## src/rtl/mtc_pkg.sv

```systemverilog
package mtc_pkg;
  typedef enum logic [2:0] {
    MTC_NOP     = 3'd0,
    MTC_DIS_LOC = 3'd1,
    MTC_EN_LOC  = 3'd2,
    MTC_DIS_ALL = 3'd3,
    MTC_EN_ALL  = 3'd4
  } mtc_op_e;

  function automatic logic is_global(input logic [2:0] code);
    return (code == MTC_DIS_ALL) || (code == MTC_EN_ALL);
  endfunction
endpackage

```

## src/rtl/mtc_decode.sv

```systemverilog
module mtc_decode
  import mtc_pkg::*;
(
  input  logic       clk,
  input  logic       rst_n,
  input  logic       op_valid,
  input  logic [2:0] op_code,
  input  logic       op_master,
  input  logic       wr_en,
  output logic       clr_loc,
  output logic       set_loc,
  output logic       clr_glb,
  output logic       set_glb,
  output logic       want_rsp,
  output logic       fault
);
  logic live;
  logic allowed;

  // A direct write discards any operation in the same cycle.
  assign live    = op_valid && !wr_en;
  assign allowed = !is_global(op_code) || op_master;

  always_comb begin
    clr_loc = 1'b0;
    set_loc = 1'b0;
    clr_glb = 1'b0;
    set_glb = 1'b0;
    if (live && allowed) begin
      unique case (op_code)
        MTC_DIS_LOC: clr_loc = 1'b1;
        MTC_EN_LOC:  set_loc = 1'b1;
        MTC_DIS_ALL: clr_glb = 1'b1;
        MTC_EN_ALL:  set_glb = 1'b1;
        default: ;
      endcase
    end
  end

  assign want_rsp = clr_loc || clr_glb;
  assign fault    = live && is_global(op_code) && !op_master;

  AST_DEC_EXCLUSIVE: assert property (@(posedge clk) disable iff (!rst_n)
    $onehot0({clr_loc, set_loc, clr_glb, set_glb, fault}));
endmodule

```

## src/rtl/mtc_state.sv

```systemverilog
module mtc_state #(
  parameter int NUM_ELEM = 4,
  localparam int IDW = (NUM_ELEM > 1) ? $clog2(NUM_ELEM) : 1,
  localparam int CW  = NUM_ELEM + 1
) (
  input  logic           clk,
  input  logic           rst_n,
  input  logic           clr_loc,
  input  logic           set_loc,
  input  logic           clr_glb,
  input  logic           set_glb,
  input  logic [IDW-1:0] op_elem,
  input  logic           wr_en,
  input  logic [CW-1:0]  wr_data,
  output logic [CW-1:0]  ctrl_q
);
  logic [CW-1:0] ctrl_d;
  logic          chk_armed;

  for (genvar gi = 0; gi < NUM_ELEM; gi++) begin : g_elem
    logic hit;
    assign hit = (op_elem == IDW'(gi));
    always_comb begin
      if (wr_en)                ctrl_d[gi] = wr_data[gi];
      else if (clr_loc && hit)  ctrl_d[gi] = 1'b0;
      else if (set_loc && hit)  ctrl_d[gi] = 1'b1;
      else                      ctrl_d[gi] = ctrl_q[gi];
    end
  end

  always_comb begin
    if (wr_en)        ctrl_d[NUM_ELEM] = wr_data[NUM_ELEM];
    else if (clr_glb) ctrl_d[NUM_ELEM] = 1'b0;
    else if (set_glb) ctrl_d[NUM_ELEM] = 1'b1;
    else              ctrl_d[NUM_ELEM] = ctrl_q[NUM_ELEM];
  end

  always_ff @(posedge clk or negedge rst_n) begin
    if (!rst_n) ctrl_q <= '1;
    else        ctrl_q <= ctrl_d;
  end

  always_ff @(posedge clk or negedge rst_n) begin
    if (!rst_n) chk_armed <= 1'b0;
    else        chk_armed <= 1'b1;
  end

  AST_WR_LOADS: assert property (@(posedge clk) disable iff (!rst_n || !chk_armed)
    $past(wr_en) |-> ctrl_q == $past(wr_data));
  AST_LOCAL_SINGLE: assert property (@(posedge clk) disable iff (!rst_n || !chk_armed)
    $past(clr_loc || set_loc) |->
      ($countones(ctrl_q ^ $past(ctrl_q)) <= 1) &&
      (ctrl_q[NUM_ELEM] == $past(ctrl_q[NUM_ELEM])));
  AST_GLB_KEEPS_ELEM: assert property (@(posedge clk) disable iff (!rst_n || !chk_armed)
    $past(clr_glb || set_glb) |->
      ctrl_q[NUM_ELEM-1:0] == $past(ctrl_q[NUM_ELEM-1:0]));
  AST_IDLE_STABLE: assert property (@(posedge clk) disable iff (!rst_n || !chk_armed)
    $past(!wr_en && !clr_loc && !set_loc && !clr_glb && !set_glb) |-> $stable(ctrl_q));
endmodule

```

## src/rtl/mtc_resp.sv

```systemverilog
module mtc_resp #(
  parameter int CW = 5
) (
  input  logic          clk,
  input  logic          rst_n,
  input  logic          want_rsp,
  input  logic          fault,
  input  logic [CW-1:0] ctrl_in,
  output logic          rsp_valid,
  output logic [CW-1:0] old_word,
  output logic          exc
);
  logic chk_armed;

  always_ff @(posedge clk or negedge rst_n) begin
    if (!rst_n) begin
      rsp_valid <= 1'b0;
      exc       <= 1'b0;
      old_word  <= '0;
      chk_armed <= 1'b0;
    end else begin
      rsp_valid <= want_rsp;
      exc       <= fault;
      chk_armed <= 1'b1;
      if (want_rsp) old_word <= ctrl_in;
    end
  end

  AST_EXC_XOR_RSP: assert property (@(posedge clk) disable iff (!rst_n)
    !(exc && rsp_valid));
  AST_RSP_OLD: assert property (@(posedge clk) disable iff (!rst_n || !chk_armed)
    rsp_valid |-> old_word == $past(ctrl_in));
  AST_OLD_HELD: assert property (@(posedge clk) disable iff (!rst_n || !chk_armed)
    !rsp_valid |-> $stable(old_word));
endmodule

```

## src/rtl/mt_enable_ctrl.sv

```systemverilog
module mt_enable_ctrl #(
  parameter int NUM_ELEM = 4,
  localparam int IDW = (NUM_ELEM > 1) ? $clog2(NUM_ELEM) : 1,
  localparam int CW  = NUM_ELEM + 1
) (
  input  logic                clk,
  input  logic                rst_n,
  input  logic                op_valid,
  input  logic [2:0]          op_code,
  input  logic [IDW-1:0]      op_elem,
  input  logic                op_master,
  input  logic                wr_en,
  input  logic [CW-1:0]       wr_data,
  output logic [NUM_ELEM-1:0] thr_en,
  output logic                glob_en,
  output logic [NUM_ELEM-1:0] run_en,
  output logic                rsp_valid,
  output logic [CW-1:0]       old_word,
  output logic                exc
);
  logic          clr_loc, set_loc, clr_glb, set_glb, want_rsp, fault;
  logic [CW-1:0] ctrl_q;
  logic          chk_armed;

  mtc_decode u_dec (
    .clk      (clk),
    .rst_n    (rst_n),
    .op_valid (op_valid),
    .op_code  (op_code),
    .op_master(op_master),
    .wr_en    (wr_en),
    .clr_loc  (clr_loc),
    .set_loc  (set_loc),
    .clr_glb  (clr_glb),
    .set_glb  (set_glb),
    .want_rsp (want_rsp),
    .fault    (fault)
  );

  mtc_state #(.NUM_ELEM(NUM_ELEM)) u_state (
    .clk     (clk),
    .rst_n   (rst_n),
    .clr_loc (clr_loc),
    .set_loc (set_loc),
    .clr_glb (clr_glb),
    .set_glb (set_glb),
    .op_elem (op_elem),
    .wr_en   (wr_en),
    .wr_data (wr_data),
    .ctrl_q  (ctrl_q)
  );

  mtc_resp #(.CW(CW)) u_resp (
    .clk      (clk),
    .rst_n    (rst_n),
    .want_rsp (want_rsp),
    .fault    (fault),
    .ctrl_in  (ctrl_q),
    .rsp_valid(rsp_valid),
    .old_word (old_word),
    .exc      (exc)
  );

  assign thr_en  = ctrl_q[NUM_ELEM-1:0];
  assign glob_en = ctrl_q[NUM_ELEM];

  for (genvar gi = 0; gi < NUM_ELEM; gi++) begin : g_run
    assign run_en[gi] = glob_en && thr_en[gi];
  end

  always_ff @(posedge clk or negedge rst_n) begin
    if (!rst_n) chk_armed <= 1'b0;
    else        chk_armed <= 1'b1;
  end

  AST_EXC_FREEZE: assert property (@(posedge clk) disable iff (!rst_n || !chk_armed)
    exc |-> $stable({glob_en, thr_en}));
  AST_RUN_GATED: assert property (@(posedge clk) disable iff (!rst_n)
    !glob_en |-> run_en == '0);
endmodule

```

## config.mk

```make
export PLATFORM = sky130hd
export DESIGN_NAME = mt_enable_ctrl
export DESIGN_NICKNAME = d
export VERILOG_FILES = /design/src/rtl/mtc_pkg.sv /design/src/rtl/mtc_decode.sv /design/src/rtl/mtc_state.sv /design/src/rtl/mtc_resp.sv /design/src/rtl/mt_enable_ctrl.sv
export SDC_FILE = /design/constraint.sdc
export NUM_CORES = 1
export LEC_CHECK = 0
export ABC_CLOCK_PERIOD_IN_PS = 2200
export BUFFER_PORTS_ARGS = -buffer_cell sky130_fd_sc_hd__buf_4
export CAP_MARGIN = 20
export CORE_MARGIN = 4
export CORE_UTILIZATION = 50
export CTS_BUF_LIST = sky130_fd_sc_hd__clkbuf_4 sky130_fd_sc_hd__clkbuf_8
export DETAILED_ROUTE_END_ITERATION = 6
export PLACE_DENSITY = 0.85
export SLEW_MARGIN = 20
export SYNTH_ARGS = -nofsm -noshare
export SYNTH_HDL_FRONTEND = slang
export SYNTH_SLANG_ARGS = --single-unit
```

## constraint.sdc

```tcl
create_clock -name clk -period 2.2 [get_ports clk]
set_clock_uncertainty 0.05 [all_clocks]
set_input_delay 0.44 -clock clk [delete_from_list [all_inputs] [get_ports clk]]
set_output_delay 0.44 -clock clk [all_outputs]
set_load 0.01 [all_outputs]
```

* After elaboration in Yosys (flattened, before gate mapping)
Cells that the tools add are included.
** Word-level totals
- Flip-flop bits (word level) :: 12
- Input bits :: 15
- Output and inout port bits :: 16
- Logic and storage cells :: 66
** Cells by class
- Equality and inequality tests :: 7
- Muxes and demuxes :: 23
- Reduce and logical (&&, ||, !) cells :: 28
** Operators with widths (number)
- $mux 1 :: 23
- $logic_and 1x1->1 :: 16
- $reduce_bool 3->1 :: 5
- $eq 3x2->1 const B :: 2
- $eq 2x2->1 const B :: 2
- $eq 3x1->1 const B :: 1
- $eq 3x3->1 const B :: 1
- $logic_not 1->1 :: 3
- $logic_or 1x1->1 :: 3
- $eq 2x1->1 const B :: 1
- $logic_not 2->1 :: 1

* Depth between registers and ports, before layout
Gate-level depths: netlist (run 1).
- Depth after elaboration :: 10
- Gate-level depth with buffers :: 4
- Gate-level depth less buffers :: 3

* Hierarchy
Synthesis (run 1) repeated with hierarchy kept, for this count alone.
** Unflattened totals
- Cell total of the unflattened synthesis :: 55
- Area total of the unflattened synthesis :: 623.1 um^2
** By module, submodules not included
- mtc_state :: times used 1, cells each 28, area an instance 282.8 um^2, seq. area each 131.4 um^2
- mtc_resp :: times used 1, cells each 12, area an instance 231.5 um^2, seq. area each 175.2 um^2
- mtc_decode :: times used 1, cells each 11, area an instance 83.8 um^2, seq. area each 0.0 um^2
- mt_enable_ctrl :: times used 1, cells each 4, area an instance 25.0 um^2, seq. area each 0.0 um^2

* Worst setup path before layout (run 1)
No wires, ideal clock.
- Path kind :: input to register
- Start point :: in wr_en
- End point :: reg u_resp.old_word[0]
- Library setup time :: 125 ps
- Data arrival time :: 1175 ps
- Data required time :: 2025 ps
- Slack :: 850 ps
- Stages :: 3
- Buffers on the path :: 0
- Cell sequence :: nand4bb_4 a21o_4 mux2_4
** On the way
- Longest elaborated chain between the ends :: 5
- Elaborated cells between the ends (all ways) :: 6
- Those cells by class :: mux: 2; reduce/logical: 4
** RTL lines
- start: declaration :: line mt_enable_ctrl.sv:12 : input logic wr_en,
- $logic_not 1->1 (*) :: line mtc_decode.sv:21 : assign live = op_valid && !wr_en;
- $logic_and 1x1->1 (*) :: line mtc_decode.sv:21
- $logic_and 1x1->1 (*) :: line mtc_decode.sv:29 : if (live && allowed) begin
- $mux 1 :: line mtc_decode.sv:29
- $logic_or 1x1->1 (*) :: line mtc_decode.sv:40 : assign want_rsp = clr_loc || clr_glb;
- end signal: assignment :: line mtc_resp.sv:25 : if (want_rsp) old_word <= ctrl_in;
- end: declaration :: line mtc_resp.sv:10 : output logic [CW-1:0] old_word,
Every way passes the cells marked *; elsewhere a longest branch is shown, timed or not.
A chain may end at the register's enable or synchronous reset.

* Worst setup path after layout (run 1)
- Start point :: reg u_state.ctrl_q[4]
- End point :: out run_en[2]
** On the way
- Longest elaborated chain between the ends :: 1
** RTL lines
- start: declaration :: line mtc_state.sv:15 : output logic [CW-1:0] ctrl_q
- start signal: assignment :: line mtc_state.sv:40 : else ctrl_q <= ctrl_d;
- $logic_and 1x1->1 :: line mt_enable_ctrl.sv:68 : assign run_en[gi] = glob_en && thr_en[gi];
- end: declaration :: line mt_enable_ctrl.sv:16 : output logic [NUM_ELEM-1:0] run_en,
Every way passes these cells.

==> metrics.md, run 1 <==
| Metric | Value |
|---|---|
| Post-Synthesis Cells | 54 |
| Critical path's top delay family | flip-flops |
| Hold endpoint | u_state.ctrl_q[1] |
| Clock root buffer | clkbuf_4 |
| Vias/cell | 5.245 |
| Mapped Nets | 69 |
| Slew margin rel. | 81.11% |
| Max Fclk | 624.6 MHz |
| Post-synth top area share | 26.67% |
| CP Capture Type | output port |
| Seq/Total Area, Yosys | 46.67% |
| H-tree levels | 1 |
| Sw Share | 27.54% |
| Sw power | 0.1787 mW |
| Detailed-route via count | 535 |
| Critical path class | flop to output port |
| Critical path peak fanout | 7 |
| Synth unique cells | 21 |
| Ranking of synthesized cells by area | dfrtp_1 27%, dfstp_2 20%, mux2_4 11%, a221oi_1 5.3%, a311oi_1 5.3% |
| YS warnings | 0 |
| Vias in the first global route | 523 |
| Clock power frac | 24.1% |
| Syn_area_per_cell | 12.16 um^2 |
| Crit-path max cell delay | 580 ps |
| Num CTS Buffers | 3 |
| Fill cells | 84 |
| Critical-path cell list | and2_1 > buf_4 |
| #FFs+latches synth | 12 |
| Crit path launch type | flop |
| DIE AREA | 1958 um^2 |
| Pint | 0.4701 mW |
| Die H | 44.25 um |
| WP data arrival | 1110 ps |
| Tmin final | 1601 ps |
| Combinational share of power | 31.2% |
| Gpl congestion | 0.7711 |
| Site row count | 12 |
| Max Root-Sink Buffers | 2 |
| R2R depth | 2 |
| WP buf/inv | 1 |
| HPWL Detailed | 1182 um |
| Grt ovf | 0 |
| Final worst slack | 598.9 ps |
| Leading cell type in the layout, fill and taps excluded | buf_4 |
| N_diodes | 0 |
| Avg WL per Cell | 14.49 um |
| Slowest CP cell | dfstp_2 |
| 1st-iter DRT viols | 4 |
| DRT antenna net count | 0 |
| Final Hold Viols | 0 |
| Final Core Density | 79.17% |
| First-pass GRT wire length | 2394 um |
| Outcome | finished clean |
| Layout cell share with drive strength beyond 1 | 55.68% |
| Max Cap Viol | 0 |
| Max VDD drop | 0.3415 mV |
| P_leak | 0.4619 nW |
| Tcrit/Tclk final | 72.78% |
| Reg-to-Reg Start | u_state.ctrl_q[0] |
| Clock sink total | 12 |
| Most frequent cells in the layout | 30 x buf_4, 7 x dfrtp_1 |
| Pre-CTS setup slack | 629.6 ps |
| CTS tree | built |
| TritonRoute pass-1 iters | 3 |
| GRT Overall Usage | 17.36% |
| Hold-critical path depth | 3 |
| HP Start | wr_data[1] |
| DRC Markers | 0 |
| P&R area growth vs syn | 41.14% |
| Tightest Pin Transition | 283.4 ps |
| Port-buffer cells | 30 |
| Setup slack, reg-to-reg | 1160 ps |
| Worst-Skew Late Latency | 270 ps |
| PD cells | 699.8 nW/um^2 |
| Core ar. | 1171 um^2 |
| Dominant cell type by area after synthesis | dfrtp_1 |
| Sequential power share | 44.8% |
| Initial Util | 56.09% |
| Antenna violations before repair | 0 |
| Largest net degree at the start of global routing | 13 |
| Setup Fix Bufs, Post-CTS | 0 |
| Crit path required time | 1710 ps |
| Setup tns final | 0 ps |
| RSZ-0062 raised after global routing | no |
| Final WL | 1478 um |
| Finish-stage setup viols | 0 |
| R2r endpoint | u_state.ctrl_q[0] |
| DIE WIDTH | 44.25 um |
| Hold crit path type | input port to flop |
| Nets | 104 |
| Clock-pin slew on the worst setup and hold paths | 70 ps |
| Max Slew Vio Count | 0 |
| Io pins | 31 |
| Cell Area, Synth | 656.9 um^2 |
[power groups by stage]
stage / Clock [mW] / Sequential (mW) / Combinational (mW)
floorplan: 0 / 0.306 / 0.0783
global placement: 0 / 0.293 / 0.197
detailed placement: 0 / 0.294 / 0.203
CTS: 0.158 / 0.291 / 0.205
global route: 0.169 / 0.296 / 0.216
finish: 0.156 / 0.291 / 0.202
[layer usage]
| layer | GRT usage [%] | part of all wire (%) | vias up |
|---|---|---|---|
| met5 | 0 | 0 | - |
| met4 | 12.65 | 3.1 | 0 |
| met3 | 2.439 | 7.0 | 5 |
| met2 | 26.74 | 46 | 25 |
| met1 | 22.05 | 44 | 237 |
| li1 | - | - | 268 |
[Yosys cell counts]
cell            number
nand4bb_4            1
a21oi_1              1
inv_2                2
and3b_1              1
a311oi_1             4
and2_1               5
mux2_4               5
dlymetal6s2s_1       1
dfstp_2              5
o211ai_1             1
nand2_1              1
o22ai_1              1
nor2_1               3
a221oi_1             4
dfrtp_1              7
nor2b_1              3
nor3b_1              1
nor3b_2              1
o2111a_1             1
inv_1                5
a21o_4               1
[per-stage QoR]
step                      power, mW  cell area (um^2)  instances  hold WS [ps]
after floorplan              0.3846             656.9         54         94.41
after global placement       0.4898             887.1         97         228.2
after detailed placement     0.4970             887.1         97         232.0
after CTS                    0.6543             927.1        102         335.9
after global routing         0.6803             927.1        102         346.7
final                        0.6488             927.1        102         340.4
[sequential cells by signal, indices dropped and copies added, names as in the netlist]
register / cells
u_resp.old_word: 5
u_state.ctrl_q: 5
u_resp.rsp_valid: 1
u_resp.exc: 1
[worst min-delay path, delay by kind of cell]
kind / cells / cell delay (ps)
buf+inv: 2 / 150
compound gates: 1 / 70
[layout make-up]
cell class / count / area (um^2) / share of cell area [%]
multi-input cells: 34 / 311.5 / 33.60
flip-flops and latches: 12 / 306.5 / 33.06
repair buffers: 31 / 235.2 / 25.37
clock buffers: 4 / 30.03 / 3.239
inverters: 7 / 26.28 / 2.834
well taps: 14 / 17.52 / 1.889
[timing repair]
action	in CTS	in global routing
hold endpoints to repair	7	0
gates resized for setup	0	0
hold buffers	1	0
[worst max path at each step]
stage / start / cells past startpoint / endpoint / slack, ps
2_1_floorplan: wr_en / 3 / u_resp.old_word[0] / 850
3_3_place_gp: wr_en / 4 / u_resp.old_word[3] / 660
3_5_place_dp: wr_en / 4 / u_resp.old_word[0] / 630
4_1_cts: u_state.ctrl_q[4] / 2 / run_en[2] / 580
5_1_grt: u_state.ctrl_q[4] / 2 / run_en[3] / 540
6_report: u_state.ctrl_q[4] / 2 / run_en[2] / 600
[kinds of logic after synthesis]
logic type | Yosys count | share of synthesized area, %
simple gates | 16 | 18.48
buf+inv | 8 | 5.905
mux | 5 | 11.43
flops | 12 | 46.67
compound gates | 13 | 17.52
No activity file was read; power rests on OpenSTA's default activity.
==> run 2: changes to the inputs <==
ABC_AREA = 1   (was default)
ABC_CLOCK_PERIOD_IN_PS = 1700   (was 2200)
CORE_UTILIZATION = 48   (was 50)
PLACE_DENSITY = 0.8   (was 0.85)
clock period = 1.7 ns   (was 2.2 ns; I/O delays follow)
==> metrics.md, run 2 <==
| Metric | Value |
|---|---|
| Clock-pin slew on the worst setup and hold paths | 80 ps |
| Setup Fix Bufs, Post-CTS | 0 |
| P&R area growth vs syn | 37.92% |
| Nets | 148 |
| Ranking of synthesized cells by area | dfrtp_1 24%, dfstp_2 18%, nand2_1 17%, nand4_1 7.7%, inv_1 6.6% |
| Vias in the first global route | 650 |
| Critical path peak fanout | 7 |
| Synth unique cells | 21 |
| Detailed-route via count | 708 |
| Met3 Routed Length | 103 um |
| Pre-CTS setup slack | 377.8 ps |
| Post-synth top area share | 23.81% |
| Hold WS | 221.1 ps |
| Core ar. | 1366 um^2 |
| N_diodes | 0 |
| Fill cells | 117 |
| Clock sink total | 12 |
| Clock root buffer | clkbuf_4 |
| Crit path required time | 1310 ps |
| Critical-path cell list | nand2_1 > inv_1 > buf_4 |
| Layout cell share with drive strength beyond 1 | 39.39% |
| Post-cts resize count | 0 |
| Mapped Nets | 113 |
| Top Registers | u_resp.old_word (5), u_state.ctrl_q (5) |
| Die H | 47.15 um |
| Grt ovf | 0 |
| Setup tns final | 0 ps |
| PD cells | 815.2 nW/um^2 |
| Top sig layer | met4 |
| Design Area, Final | 1015 um^2 |
| DRT antenna net count | 0 |
| #FFs+latches synth | 12 |
| Port-buffer cells | 30 |
| RSZ-0062 raised after global routing | no |
| Slowest CP cell | dfstp_2 |
| Placed Area | 968.4 um^2 |
| PnR Total Power | 0.8272 mW |
| Ys flop type | dfrtp_1 |
| Max Fclk | 665.4 MHz |
| Final Hold Viols | 0 |
| First-pass GRT wire length | 2725 um |
| Met2 wire len | 845 um |
| Placed cells | 142 |
| Final worst slack | 197.0 ps |
| Finish-stage setup viols | 0 |
| Dominant cell type by area after synthesis | dfrtp_1 |
| Critical path class | flop to output port |
| Antenna violations before repair | 0 |
| DRC Markers | 0 |
| Num CTS Buffers | 3 |
| Gpl congestion | 0.8599 |
| DIE WIDTH | 47.15 um |
| HPWL Detailed | 1349 um |
| Final WL | 1675 um |
| Post-Synthesis Cells | 98 |
| R2R depth | 2 |
| Max Root-Sink Buffers | 2 |
| Outcome | finished clean |
| Area occupied by multi-input gates | 331.6 um^2 |
| Avg WL per Cell | 11.39 um |
| Hold crit path type | input port to flop |
| CP Capture Type | output port |
| P_leak | 0.5643 nW |
| H-tree levels | 1 |
| Tightest Pin Transition | 353.6 ps |
| Crit path launch type | flop |
| Initial Util | 53.85% |
| CTS tree | built |
| Io pins | 31 |
| Setup slack, reg-to-reg | 790 ps |
| Site row count | 13 |
| YS warnings | 0 |
| Sequential cell area | 306.5 um^2 |
| Worst-Skew Late Latency | 270 ps |
| Most frequent cells in the layout | 34 x nand2_1, 31 x buf_4, 13 x inv_1, 9 x nand4_1, 7 x dfrtp_1 |
| Most frequent cell after synthesis | nand2_1 |
| Max VDD drop | 0.4612 mV |
| Syn_area_per_cell | 7.507 um^2 |
| Cell Area, Synth | 735.7 um^2 |
| Tcrit/Tclk final | 88.41% |
| Post-synth EDFFs | 0 |
| Tmin final | 1503 ps |
| Vias/cell | 4.816 |
| Hold-critical path depth | 3 |
| Max Cap Viol | 0 |
| Final Non-Filler Cells | 147 |
| Final Core Density | 74.27% |
| Largest net degree at the start of global routing | 13 |
| Seq/Total Area, Yosys | 41.67% |
| TritonRoute pass-1 iters | 5 |
| Crit-path max cell delay | 610 ps |
| Async S/R FF share, synth | 100.0% |
| Met1 WL | 713 um |
| GRT Overall Usage | 17.43% |
| DIE AREA | 2223 um^2 |
| 1st-iter DRT viols | 18 |
| Top post-synthesis cells by count | 34 x nand2_1, 13 x inv_1, 9 x nand4_1, 7 x dfrtp_1 |
| Leading cell type in the layout, fill and taps excluded | nand2_1 |
| Max Slew Vio Count | 0 |
| Slew margin rel. | 76.42% |
| WP data arrival | 1110 ps |
## run 2: repair_timing
| action | 4_1_cts | 5_1_grt |
|---|---|---|
| hold endpoints to repair | 7 | 0 |
| endpoints found under the setup margin | 0 | 0 |
| hold buffers | 1 | 0 |
## run 2: worst max-delay path: cells and delay by family (launching register included)
kind | cells | cell delay [ps]
buffers and inverters | 2 | 160
DFF | 1 | 610
and+or+nand+nor | 1 | 70
## run 2: cell type report
type	count	share of cell area [%]
inverters	21	7.768
well taps	15	1.850
multi-input cells	63	32.68
repair buffers	32	23.92
flip-flops and latches	12	30.21
clock buffers	4	3.576
## run 2: where the power goes
group | internal, mW | switching (mW)
clock | 0.130 | 0.100
combinational | 0.117 | 0.123
sequential | 0.332 | 0.0247
## run 2: path summary, 6_finish.rpt
path / startpoint / to
max in group asynchronous: rst_n / u_state.ctrl_q[0]
min in group asynchronous: rst_n / u_resp.old_word[3]
worst max-delay path: u_state.ctrl_q[4] / run_en[0]
worst min register to register: u_resp.old_word[4] / u_resp.old_word[4]
worst min-delay path: wr_data[1] / u_state.ctrl_q[1]
worst max register to register: u_state.ctrl_q[4] / u_state.ctrl_q[4]
## run 2: kinds of logic after synthesis
kind of cell | synth area share (%)
simple gates | 35.54
flops | 41.67
compound gates | 9.526
buf+inv | 13.27
## run 2: metal layers
metal	track usage (%)	vias to the layer above
met2	29.54	18
met5	0	-
li1	-	374
met1	21.75	314
met4	6.630	0
met3	3.448	2
==> run 3: changes to the inputs <==
CORE_UTILIZATION = 45   (was 48)
PLACE_DENSITY = 0.76   (was 0.8)
RECOVER_POWER = 50   (was default)
==> metrics.md, run 3 (synthesized netlist as in run 2, its figures left out) <==
| Metric | Value |
|---|---|
| Outcome | finished clean |
| Gpl congestion | 0.9089 |
| Setup Fix Bufs, Post-CTS | 0 |
| Fill cells | 142 |
| Crit path launch type | flop |
| PD cells | 798.0 nW/um^2 |
| H-tree levels | 1 |
| Port-buffer cells | 30 |
| Max Slew Vio Count | 0 |
| Crit path depth | 3 |
| Crit path required time | 1310 ps |
| WP buf/inv | 2 |
| Final Core Density | 63.79% |
| Final worst slack | 228.5 ps |
| Pre-CTS setup slack | 425.3 ps |
| P&R area growth vs syn | 32.14% |
| Layout cell share with drive strength beyond 1 | 35.61% |
| Vias in the first global route | 613 |
| Largest net degree at the start of global routing | 13 |
| WP data arrival | 1080 ps |
| Critical path's top delay family | flip-flops |
| Pint | 0.5510 mW |
| CTS tree | built |
| Critical path peak fanout | 7 |
| Final WL | 1570 um |
| Crit-path max cell delay | 600 ps |
| 1st-iter DRT viols | 21 |
| R2R depth | 2 |
| Tightest Pin Transition | 808.9 ps |
| Max Fclk | 679.6 MHz |
| Antenna violations before repair | 0 |
| Sw Share | 28.98% |
| Top Registers | u_resp.old_word (5), u_state.ctrl_q (5) |
| Initial Util | 48.28% |
| Max VDD drop | 0.3327 mV |
| Hold crit path type | input port to flop |
| Num CTS Buffers | 3 |
| Design Area, Final | 972.2 um^2 |
| Tcrit/Tclk final | 86.56% |
| CP Capture Type | output port |
| Site row count | 14 |
| TritonRoute pass-1 iters | 4 |
| Critical path class | flop to output port |
| PnR Total Power | 0.7758 mW |
| Die H | 48.44 um |
| Final Hold Viols | 0 |
| DIE WIDTH | 48.44 um |
| Io pins | 31 |
| Clock root buffer | clkbuf_4 |
| Core ar. | 1524 um^2 |
| Detailed-route via count | 719 |
| Finish-stage setup viols | 0 |
| Worst-Skew Late Latency | 260 ps |
| Sw power | 0.2248 mW |
| DIE AREA | 2346 um^2 |
| Most frequent cells in the layout | 34 x nand2_1, 30 x buf_4, 13 x inv_1, 9 x nand4_1, 7 x dfrtp_1 |
| Leading cell type in the layout, fill and taps excluded | nand2_1 |
| Clock power frac | 24.9% |
| P_leak | 0.5496 nW |
| Crit. Startpoint | u_state.ctrl_q[4] |
| HPWL Detailed | 1268 um |
| Grt ovf | 0 |
| DRT antenna net count | 0 |
| Final Non-Filler Cells | 148 |
| First-pass GRT wire length | 2725 um |
| Avg WL per Cell | 10.61 um |
| Slew margin rel. | 46.02% |
| Setup tns final | 0 ps |
| Nets | 148 |
| Critical-path cell list | nand2_1 > inv_1 > buf_4 |
| N_diodes | 0 |
| Slowest CP cell | dfstp_2 |
| Clock sink total | 12 |
| Placed cells | 143 |
| Tmin final | 1471 ps |
| Vias/cell | 4.858 |
| Max Root-Sink Buffers | 2 |
| Hold WS | 223.4 ps |
| Clock-pin slew on the worst setup and hold paths | 80 ps |
| Max Cap Viol | 0 |
| Sequential power share | 46.0% |
| HP Start | wr_data[0] |
| Hold-critical path depth | 3 |
| RSZ-0062 raised after global routing | no |
| DRC Markers | 0 |
| Placed Area | 969.7 um^2 |
| Combinational share of power | 29.2% |
| GRT Overall Usage | 14.42% |
| Reg-to-Reg Start | u_state.ctrl_q[4] |
==> run 3: power by group through the flow <==
stage,Combinational [mW],Clock [mW],Sequential (mW)
after global routing,0.254,0.219,0.362
after CTS,0.242,0.202,0.357
after global placement,0.234,0,0.361
after floorplan,0.0950,0,0.379
final,0.226,0.193,0.357
after detailed placement,0.239,0,0.362
==> run 3: final cells by class <==
| class | count | area (um^2) | share of cell area, % |
|---|---|---|---|
| flip-flops and latches | 12 | 306.5 | 31.53 |
| clock buffers | 4 | 30.03 | 3.089 |
| repair buffers | 32 | 239.0 | 24.58 |
| multi-input cells | 63 | 297.8 | 30.63 |
| well taps | 16 | 20.02 | 2.059 |
| inverters | 21 | 78.83 | 8.108 |
==> run 3: layer usage <==
metal	share of wire [%]	wire (um)	up-vias	global-route usage, %
met3	6.0	94	2	4.908
met4	1.8	28	0	6.912
met2	48	756	19	23.91
met5	0	0	-	0
li1	-	-	377	-
met1	44	690	321	16.31
==> run 3: path summary, 6_finish.rpt <==
kind / slack (ps) / to
setup reg to reg: 800 / u_state.ctrl_q[4]
hold / removal: 220 / u_state.ctrl_q[0]
max in group asynchronous: 610 / u_resp.old_word[2]
hold reg to reg: 430 / u_resp.old_word[4]
setup / recovery: 230 / run_en[3]
min in group asynchronous: 560 / u_resp.old_word[4]
==> run 3: what timing repair did <==
action,4_1_cts,5_1_grt
endpoints found under the hold margin,7,0
hold buffers,1,0
resized for setup,0,0
==> run 3: worst min-delay path, cell delays in order <==
cell,delay (ps)
buf_4,70
nand2_1,40
nand2_1,50
